$ cat src/rtl/spi_reg_pkg.sv
package spi_reg_pkg;
  typedef enum logic {
    PH_CMD  = 1'b0,
    PH_DATA = 1'b1
  } xfer_phase_e;
endpackage

$ cat src/rtl/spi_pin_sync.sv
module spi_pin_sync #(
  parameter int STAGES = 2
) (
  input  logic clk,
  input  logic rst_n,
  input  logic sclk_i,
  input  logic csn_i,
  input  logic sdi_i,
  output logic sclk_rise,
  output logic sclk_fall,
  output logic cs_idle,
  output logic sdi_s
);
  localparam int SW = 3 * STAGES;
  localparam logic [2:0] IDLE_PINS = 3'b110;

  logic [SW-1:0] chain_q;
  logic          sclk_prev_q;
  logic [2:0]    cur;

  always_ff @(posedge clk or negedge rst_n) begin
    if (!rst_n) begin
      chain_q     <= {STAGES{IDLE_PINS}};
      sclk_prev_q <= 1'b1;
    end else begin
      chain_q     <= {chain_q[SW-4:0], sclk_i, csn_i, sdi_i};
      sclk_prev_q <= cur[2];
    end
  end

  assign cur       = chain_q[SW-1 -: 3];
  assign sclk_rise = cur[2] & ~sclk_prev_q;
  assign sclk_fall = ~cur[2] & sclk_prev_q;
  assign cs_idle   = cur[1];
  assign sdi_s     = cur[0];

  p_edges_exclusive_r3: assert property (@(posedge clk) disable iff (!rst_n)
    !(sclk_rise && sclk_fall));
endmodule

$ cat src/rtl/spi_cmd_ctrl.sv
module spi_cmd_ctrl
  import spi_reg_pkg::*;
#(
  parameter int DATA_W = 8,
  parameter int ADDR_W = 6
) (
  input  logic              clk,
  input  logic              rst_n,
  input  logic              sclk_rise,
  input  logic              cs_idle,
  input  logic              sdi_s,
  output logic              reg_wr_en,
  output logic              reg_rd_en,
  output logic [ADDR_W-1:0] reg_addr,
  output logic [DATA_W-1:0] reg_wdata,
  output logic              read_active
);
  localparam int CNT_W = $clog2(DATA_W);
  localparam logic [CNT_W-1:0] LAST_BIT = CNT_W'(DATA_W - 1);
  localparam logic [ADDR_W-1:0] ADDR_TOP = {ADDR_W{1'b1}};

  xfer_phase_e       phase_q;
  logic [CNT_W-1:0]  cnt_q;
  logic [DATA_W-2:0] shift_q;
  logic              rw_q;
  logic              inc_q;
  logic [ADDR_W-1:0] addr_q;
  logic [ADDR_W-1:0] next_addr;
  logic [DATA_W-1:0] full_byte;
  logic              byte_done;

  assign full_byte = {shift_q, sdi_s};
  assign byte_done = sclk_rise & ~cs_idle & (cnt_q == LAST_BIT);
  assign next_addr = inc_q ? addr_q + 1'b1 : addr_q;

  always_ff @(posedge clk or negedge rst_n) begin
    if (!rst_n) begin
      phase_q   <= PH_CMD;
      cnt_q     <= '0;
      shift_q   <= '0;
      rw_q      <= 1'b0;
      inc_q     <= 1'b0;
      addr_q    <= '0;
      reg_wr_en <= 1'b0;
      reg_rd_en <= 1'b0;
      reg_addr  <= '0;
      reg_wdata <= '0;
    end else begin
      reg_wr_en <= 1'b0;
      reg_rd_en <= 1'b0;
      if (cs_idle) begin
        phase_q <= PH_CMD;
        cnt_q   <= '0;
        rw_q    <= 1'b0;
      end else if (sclk_rise) begin
        shift_q <= full_byte[DATA_W-2:0];
        cnt_q   <= byte_done ? '0 : cnt_q + 1'b1;
        if (byte_done) begin
          if (phase_q == PH_CMD) begin
            phase_q   <= PH_DATA;
            rw_q      <= full_byte[DATA_W-1];
            inc_q     <= full_byte[DATA_W-2];
            addr_q    <= full_byte[ADDR_W-1:0];
            reg_addr  <= full_byte[ADDR_W-1:0];
            reg_rd_en <= full_byte[DATA_W-1];
          end else if (!rw_q) begin
            reg_wr_en <= 1'b1;
            reg_wdata <= full_byte;
            reg_addr  <= addr_q;
            addr_q    <= next_addr;
          end else begin
            reg_rd_en <= 1'b1;
            reg_addr  <= next_addr;
            addr_q    <= next_addr;
          end
        end
      end
    end
  end

  assign read_active = (phase_q == PH_DATA) & rw_q;

  p_one_strobe_r2: assert property (@(posedge clk) disable iff (!rst_n)
    $onehot0({reg_wr_en, reg_rd_en}));
  p_fixed_addr_r4: assert property (@(posedge clk) disable iff (!rst_n)
    (phase_q == PH_DATA && !inc_q) |=> $stable(addr_q));
  p_addr_wrap_r5: assert property (@(posedge clk) disable iff (!rst_n)
    (byte_done && phase_q == PH_DATA && inc_q && addr_q == ADDR_TOP) |=> (addr_q == '0));
  p_abort_cmd_r6: assert property (@(posedge clk) disable iff (!rst_n)
    cs_idle |=> (cnt_q == '0 && phase_q == PH_CMD && !reg_wr_en));
endmodule

$ cat src/rtl/spi_dout_drv.sv
module spi_dout_drv #(
  parameter int DATA_W = 8
) (
  input  logic              clk,
  input  logic              rst_n,
  input  logic              cs_idle,
  input  logic              sclk_fall,
  input  logic              load,
  input  logic [DATA_W-1:0] rdata,
  input  logic              read_active,
  output logic              dout,
  output logic              oe
);
  logic [DATA_W-1:0] shift_q;

  always_ff @(posedge clk or negedge rst_n) begin
    if (!rst_n) begin
      shift_q <= '0;
      dout    <= 1'b0;
      oe      <= 1'b0;
    end else if (cs_idle) begin
      dout <= 1'b0;
      oe   <= 1'b0;
    end else begin
      oe <= read_active;
      if (load) begin
        shift_q <= rdata;
      end else if (sclk_fall && read_active) begin
        dout    <= shift_q[DATA_W-1];
        shift_q <= {shift_q[DATA_W-2:0], 1'b0};
      end
    end
  end

  p_oe_off_idle_r7: assert property (@(posedge clk) disable iff (!rst_n)
    cs_idle |=> !oe);
  p_dout_hold_r3: assert property (@(posedge clk) disable iff (!rst_n)
    (!cs_idle && !sclk_fall && $past(!cs_idle)) |=> $stable(dout));
endmodule

$ cat src/rtl/spi_reg_port.sv
module spi_reg_port #(
  parameter int DATA_W      = 8,
  parameter int ADDR_W      = 6,
  parameter int SYNC_STAGES = 2
) (
  input  logic              clk,
  input  logic              rst_n,
  input  logic              three_wire_i,
  input  logic              spi_sclk_i,
  input  logic              spi_csn_i,
  input  logic              spi_sdi_i,
  output logic              spi_sdo_o,
  output logic              spi_sdo_oe_o,
  output logic              spi_sdio_oe_o,
  output logic              reg_wr_en_o,
  output logic              reg_rd_en_o,
  output logic [ADDR_W-1:0] reg_addr_o,
  output logic [DATA_W-1:0] reg_wdata_o,
  input  logic [DATA_W-1:0] reg_rdata_i
);
  logic sclk_rise, sclk_fall, cs_idle, sdi_s;
  logic read_active, rd_load_q, drv_oe;

  spi_pin_sync #(.STAGES(SYNC_STAGES)) u_sync (
    .clk(clk), .rst_n(rst_n),
    .sclk_i(spi_sclk_i), .csn_i(spi_csn_i), .sdi_i(spi_sdi_i),
    .sclk_rise(sclk_rise), .sclk_fall(sclk_fall),
    .cs_idle(cs_idle), .sdi_s(sdi_s)
  );

  spi_cmd_ctrl #(.DATA_W(DATA_W), .ADDR_W(ADDR_W)) u_cmd (
    .clk(clk), .rst_n(rst_n),
    .sclk_rise(sclk_rise), .cs_idle(cs_idle), .sdi_s(sdi_s),
    .reg_wr_en(reg_wr_en_o), .reg_rd_en(reg_rd_en_o),
    .reg_addr(reg_addr_o), .reg_wdata(reg_wdata_o),
    .read_active(read_active)
  );

  always_ff @(posedge clk or negedge rst_n) begin
    if (!rst_n) rd_load_q <= 1'b0;
    else        rd_load_q <= reg_rd_en_o;
  end

  spi_dout_drv #(.DATA_W(DATA_W)) u_drv (
    .clk(clk), .rst_n(rst_n),
    .cs_idle(cs_idle), .sclk_fall(sclk_fall),
    .load(rd_load_q), .rdata(reg_rdata_i),
    .read_active(read_active),
    .dout(spi_sdo_o), .oe(drv_oe)
  );

  assign spi_sdo_oe_o  = drv_oe & ~three_wire_i;
  assign spi_sdio_oe_o = drv_oe &  three_wire_i;

  p_oe_exclusive_r8: assert property (@(posedge clk) disable iff (!rst_n)
    !(spi_sdo_oe_o && spi_sdio_oe_o));
  p_no_oe_on_write_r7: assert property (@(posedge clk) disable iff (!rst_n)
    reg_wr_en_o |-> !(spi_sdo_oe_o || spi_sdio_oe_o));
endmodule

$ cat config.mk
export PLATFORM = sky130hd
export DESIGN_NAME = spi_reg_port
export DESIGN_NICKNAME = d
export VERILOG_FILES = /design/src/rtl/spi_reg_pkg.sv /design/src/rtl/spi_pin_sync.sv /design/src/rtl/spi_cmd_ctrl.sv /design/src/rtl/spi_dout_drv.sv /design/src/rtl/spi_reg_port.sv
export SDC_FILE = /design/constraint.sdc
export NUM_CORES = 1
export LEC_CHECK = 0
export ABC_AREA = 1
export BUFFER_PORTS_ARGS = -buffer_cell sky130_fd_sc_hd__buf_4
export CORE_UTILIZATION = 30
export CTS_CLUSTER_SIZE = 40
export DETAILED_ROUTE_END_ITERATION = 12
export PLACE_DENSITY_LB_ADDON = 0.2
export SLEW_MARGIN = 20
export SYNTH_ARGS = -nofsm -noshare
export SYNTH_HDL_FRONTEND = slang
export SYNTH_HIERARCHICAL = 1
export SYNTH_SLANG_ARGS = --single-unit
$ cat constraint.sdc
create_clock -name clk -period 1.73 [get_ports clk]
set_input_delay 0.346 -clock clk [delete_from_list [all_inputs] [get_ports clk]]
set_output_delay 0.346 -clock clk [all_outputs]
set_load 0.03 [all_outputs]
==> impl_metrics.py, run 1 <==
metrics = {
    "outcome": {
        "outcome": "completed",
    },
    "global_route": {
        "grt_overflow": 0,
        "track_usage": 0.126,
        "grt_pass1_vias": 1796,
        "grt_pass1_wl_um": 8600,
        "grt_max_degree": 54,
        "antenna_found_initial": 0,
    },
    "placement": {
        "port_buffers": 32,
        "pre_cts_ws_ns": 0.117,
        "placed_cells": 410,
        "dp_hpwl_um": 3350,
        "routabilityCongestion": 0.795,
    },
    "critical_path": {
        "arrival_ns": 1.83,
        "crit_fanout": 17,
        "cp-start-kind": "flop",
        "r2r_slack_ns": 0.13,
        "cp.required_ns": 1.96,
        "r2r-start": "u_sync/chain_q[5]",
        "reg2reg_depth": 8,
        "r2r_end": "u_cmd/reg_wdata[4]",
        "critPathCaptureType": "flop",
        "critPathKind": "flop to flop",
    },
    "finish": {
        "finalNonFillerCells": 424,
        "drive_above_1_share": 0.239,
        "nFillCells": 832,
        "final_cell_mix": "nand2_1, dfrtp_1, buf_4, inv_1, nand3_1",
        "area.growth.synth_to_final_pct": 20.6,
        "seqCellArea_um2": 1330,
        "layout_commonest_cell": "nand2_1",
        "multi_input_area_um2": 933,
        "layout.nets": 338,
        "antenna_cells": 0,
    },
    "sta": {
        "layout_setup_ws_ns": 0.126,
        "slew_violations": 0,
        "setup_viol": 0,
        "setup-tns-final_ns": 0,
        "fin_crit_ns": 1.60,
        "maxClockFrequency_mhz": 623,
        "post-route-period-util": 0.927,
        "finClkSkew_ns": 0.00685,
        "slew_headroom": 0.551,
        "hold_violations": 0,
        "grt_setup_unrepaired": "yes",
        "tightest_slew_ns": 0.674,
    },
    "synth": {
        "synth-edff-count": 0,
        "seq_area_frac_synth": 0.544,
        "synth_top_area_share": 0.490,
        "synthTopCellsByArea": "dfrtp_1, nand2_1, dfstp_2",
        "syn_area_um2": 2450,
        "async_reset_ff_frac": 1.00,
        "synth_seq_cells": 53,
        "synthCells": 279,
        "yosysWarnings": 6,
        "synth_top_flop_cell": "dfrtp_1",
        "avgSynthCellArea_um2": 8.79,
        "synth_nets": 296,
        "synth.distinct_cells": 36,
        "synth_top_area_cell": "dfrtp_1",
    },
    "power_and_ir_drop": {
        "switching_power_uw": 546,
        "p_leak_uw": 0.00153,
        "switching_share": 0.241,
        "comb_power_share": 0.075,
        "intPower_uw": 1720,
        "clkPwrFrac": 0.340,
        "pwr-share-seq": 0.585,
        "cellPowerDensity_nw_per_um2": 767,
        "ir_drop_v": 0.000410,
    },
    "clock_tree": {
        "cts_tree": "yes",
        "insertion_delay_ns": 0.30,
        "cts_sinks": 53,
        "cts_made_buffers": 5,
        "cts_max_path_buffers": 2,
        "root_buffer": "clkbuf_8",
        "clk_pin_slew_ns": 0.10,
        "cts_max_level": 2,
        "hold_buffers": 0,
    },
    "floorplanning": {
        "fp-row-count": 32,
        "start_util": 0.314,
        "coreArea_um2": 7810,
        "die_area_um2": 8540,
        "io_pins": 33,
        "die_height_um": 92.4,
        "fp.dieW_um": 92.4,
    },
    "route": {
        "initialDrtViolationCount": 94,
        "wirelength_um": 5030,
        "ant_nets": 0,
        "num_vias": 1872,
        "dr.pass1.iters": 4,
        "viasPerCell": 4.42,
        "drc_errors": 0,
        "wl_per_cell_um": 11.9,
    },
    "hold_path": {
        "hp-class": "primary input to asynchronous set/reset pin",
    },
    "flow_run": {
        "cap_violations": 0,
    },
}
how the worst max path moves through the flow:
stage                                  from                  to  slack, ns  depth (start not counted)
after detailed placement  u_sync/chain_q[5]          u_cmd/rw_q       0.12                          8
after floorplan           u_sync/chain_q[5]   u_cmd/reg_addr[0]       0.19                          8
after global routing      u_sync/chain_q[5]  u_cmd/reg_wdata[4]      -0.02                          8
after global placement    u_sync/chain_q[5]          u_cmd/rw_q       0.14                          8
after CTS                 u_sync/chain_q[5]  u_cmd/reg_wdata[4]        0.1                          8
final                     u_sync/chain_q[5]  u_cmd/reg_wdata[4]       0.13                          8
power groups by stage:
stage | Sequential, µW | Clock, µW | Combinational [µW]
CTS | 1330 | 811 | 169
finish | 1330 | 771 | 170
detailed placement | 1350 | 0 | 169
global route | 1340 | 857 | 199
floorplan | 1340 | 0 | 84.3
global placement | 1350 | 0 | 168
layer usage:
layer	vias up	global-route usage	routed length, µm
li1	966	-	-
met1	878	0.181	2660
met2	24	0.191	2200
met3	4	0.0279	137
met4	0	0.0299	41
met5	-	0	0
kinds of logic (layout without fill, tap and decap cells):
kind of cell,count (synthesis),count (layout),share of synthesized area
xor+xnor,2,2,0.00715
fa+ha+maj,3,3,0.0153
compound gates,48,48,0.110
simple gates,127,128,0.238
flops,53,53,0.544
buf+inv,46,88,0.0863
Yosys cell counts, drive strengths merged, types with 3 or more instances:
cell type / n
nand2: 74
ha: 3
o22ai: 3
nand3: 22
a21boi: 3
dfstp: 5
a21oi: 15
nor2: 24
inv: 38
buf: 7
o21ai: 22
or2: 5
dfrtp: 48
flip-flops by register name (all words and copies together), names as in the netlist:
register	flops
u_drv/dout	1
u_cmd/addr_q	6
u_sync/sclk_prev_q	1
u_cmd/phase_q	1
u_sync/chain_q	6
rd_load_q	1
u_cmd/inc_q	1
u_cmd/reg_addr	6
u_cmd/reg_wdata	8
u_cmd/reg_wr_en	1
u_cmd/reg_rd_en	1
u_cmd/cnt_q	3
u_cmd/shift_q	7
u_drv/shift_q	8
u_cmd/rw_q	1
u_drv/oe	1
stage by stage:
| step | power, µW | utilization | instance area [µm²] | hold WS (ns) |
|---|---|---|---|---|
| 6_report | 2270 | 0.379 | 2960 | 0.0801 |
| 5_1_grt | 2390 | 0.379 | 2960 | 0.122 |
| 4_1_cts | 2310 | 0.371 | 2890 | 0.107 |
| 3_5_place_dp | 1520 | 0.357 | 2790 | 0.339 |
| 3_3_place_gp | 1520 | 0.357 | 2790 | 0.333 |
| 2_1_floorplan | 1430 | - | 2450 | 0.0504 |
worst max-delay path, stage by stage (launching register included):
cell,delay (ns)
dfstp_2,0.55
inv_1,0.05
nor2_2,0.11
inv_2,0.07
nor2_4,0.19
nand2_8,0.13
nor2_8,0.24
nor2_1,0.07
a21oi_1,0.13
area by class of cell:
class                   instances  share of cell area
clock inverters                 1             0.00296
multi-input cells             181               0.316
inverters                      38              0.0482
well taps                     102              0.0432
flip-flops and latches         53               0.451
repair buffers                 42               0.107
clock buffers                   7              0.0326
what timing repair did:
action                                  CTS  global route
buffers inserted                          0             5
endpoints found under the setup margin    0            11
gates resized for setup                   0             6
Power figures use the tool's default switching activity.
==> inputs of run 2 (changes only) <==
--- a/config.mk
+++ b/config.mk
@@ -11,6 +11,7 @@
 export CTS_CLUSTER_SIZE = 40
 export DETAILED_ROUTE_END_ITERATION = 12
 export PLACE_DENSITY_LB_ADDON = 0.2
+export RECOVER_POWER = 100
 export SLEW_MARGIN = 20
 export SYNTH_ARGS = -nofsm -noshare
 export SYNTH_HDL_FRONTEND = slang
==> run 2 against run 1 <==
Compared with the run above: largest power group unchanged; cell count unchanged; largest cell class unchanged; highest routed layer unchanged; die area unchanged; register-to-register slack about the same; critical endpoint unchanged.
==> impl_metrics.py, run 2 (same netlist as run 1, synthesis figures left out) <==
metrics = {
    "flow_run": {
        "cap_violations": 0,
    },
    "critical_path": {
        "critPathKind": "flop to flop",
        "crit_path_cell_trace": "inv_1 -> nor2_2 -> inv_2 -> nor2_4 -> nand2_8 -> nor2_8 -> nor2_1 -> a21oi_1",
        "crit_slowest_cell": "dfstp_2",
        "cp_top_family": "simple AND/OR/NAND/NOR gates",
        "critPathCaptureType": "flop",
        "cp-start-kind": "flop",
        "crit_fanout": 17,
        "arrival_ns": 1.83,
        "cp_num_buf_inv": 2,
        "cp.required_ns": 1.96,
        "critPathMaxStageDelay_ns": 0.55,
    },
    "placement": {
        "dp_hpwl_um": 3350,
        "pre_cts_ws_ns": 0.117,
        "port_buffers": 32,
        "routabilityCongestion": 0.795,
    },
    "hold_path": {
        "hp-class": "primary input to flop",
    },
    "power_and_ir_drop": {
        "ir_drop_v": 0.000409,
        "cellPowerDensity_nw_per_um2": 784,
        "p_leak_uw": 0.00145,
    },
    "route": {
        "drc_errors": 0,
        "ant_nets": 0,
        "wl_per_cell_um": 11.9,
        "initialDrtViolationCount": 94,
        "viasPerCell": 4.41,
        "num_vias": 1868,
        "dr.pass1.iters": 4,
        "wirelength_um": 5040,
    },
    "sta": {
        "slew_headroom": 0.118,
        "post-route-period-util": 0.928,
        "layout_setup_ws_ns": 0.124,
        "grt_setup_unrepaired": "yes",
        "tightest_slew_ns": 1.32,
        "setup-tns-final_ns": 0,
        "finClkSkew_ns": 0.00771,
        "fin_crit_ns": 1.61,
        "maxClockFrequency_mhz": 623,
        "setup_viol": 0,
        "whs_ns": 0.148,
        "hold_violations": 0,
        "slew_violations": 0,
    },
    "clock_tree": {
        "cts_sinks": 53,
        "hold_buffers": 0,
        "clk_pin_slew_ns": 0.10,
        "cts_max_path_buffers": 2,
        "cts_tree": "yes",
        "cts_made_buffers": 5,
        "cts_max_level": 2,
        "root_buffer": "clkbuf_8",
        "insertion_delay_ns": 0.30,
    },
    "floorplanning": {
        "coreArea_um2": 7810,
        "die_area_um2": 8540,
        "fp.dieW_um": 92.4,
        "die_height_um": 92.4,
        "start_util": 0.314,
        "fp-row-count": 32,
        "io_pins": 33,
    },
    "global_route": {
        "grt_pass1_vias": 1796,
        "grt_overflow": 0,
        "grt_max_degree": 54,
        "antenna_found_initial": 0,
        "track_usage": 0.126,
        "grt_pass1_wl_um": 8600,
    },
    "finish": {
        "antenna_cells": 0,
        "layout.nets": 338,
        "final_cell_mix": "nand2_1, dfrtp_1, inv_1, nand3_1",
        "reg_top3": "u_cmd/reg_wdata x8, u_drv/shift_q x8, u_cmd/shift_q x7",
        "layout_commonest_cell": "nand2_1",
        "area.growth.synth_to_final_pct": 17.8,
        "drive_above_1_share": 0.183,
    },
    "outcome": {
        "outcome": "completed",
    },
}
==> run 2: area by class of cell <==
| cell class | instances | area, µm² |
|---|---|---|
| fill | 846 | 4920 |
| sequential | 53 | 1330 |
| multi-input combinational | 181 | 933 |
| timing repair buffer | 42 | 245 |
| inverter | 38 | 143 |
| tap | 102 | 128 |
| clock buffer | 7 | 96.3 |
| clock inverter | 1 | 8.76 |
==> run 2: what timing repair did <==
action,in CTS,in global routing
gates resized for setup,0,6
endpoints found under the hold margin,0,0
setup buffers,0,5
setup endpoints to repair,0,11
==> run 2: stage by stage <==
stage	total power, µW	utilization	cells	instance area [µm²]
after floorplan	1430	-	279	2450
after global placement	1520	0.357	410	2790
after detailed placement	1520	0.357	410	2790
after CTS	2310	0.371	418	2890
after global routing	2390	0.370	424	2890
final	2260	0.370	424	2890
==> run 2: where the power goes <==
group	internal, µW	switching (µW)	total, µW
clock	370	400	770
sequential	1290	36.1	1330
combinational	58.7	108	167
==> run 2: layer usage <==
layer  vias up  share of wire  GRT usage
met2        22           0.43      0.191
met1       874           0.53      0.181
met4         0         0.0081     0.0299
met5         -              0          0
met3         4          0.027     0.0279
li1        968              -          -
==> run 2: final timing paths <==
path                                        start                 end  slack [ns]  cells past startpoint
worst max-delay path            u_sync/chain_q[5]  u_cmd/reg_wdata[4]        0.12                      8
max in group asynchronous                   rst_n      u_cmd/cnt_q[1]        0.61                      1
min in group asynchronous                   rst_n   u_sync/chain_q[0]        0.34                      1
worst min-delay path                   spi_sclk_i   u_sync/chain_q[2]        0.15                      1
worst min register to register  u_sync/chain_q[1]   u_sync/chain_q[4]        0.36                      0
worst max register to register  u_sync/chain_q[5]  u_cmd/reg_wdata[4]        0.12                      8
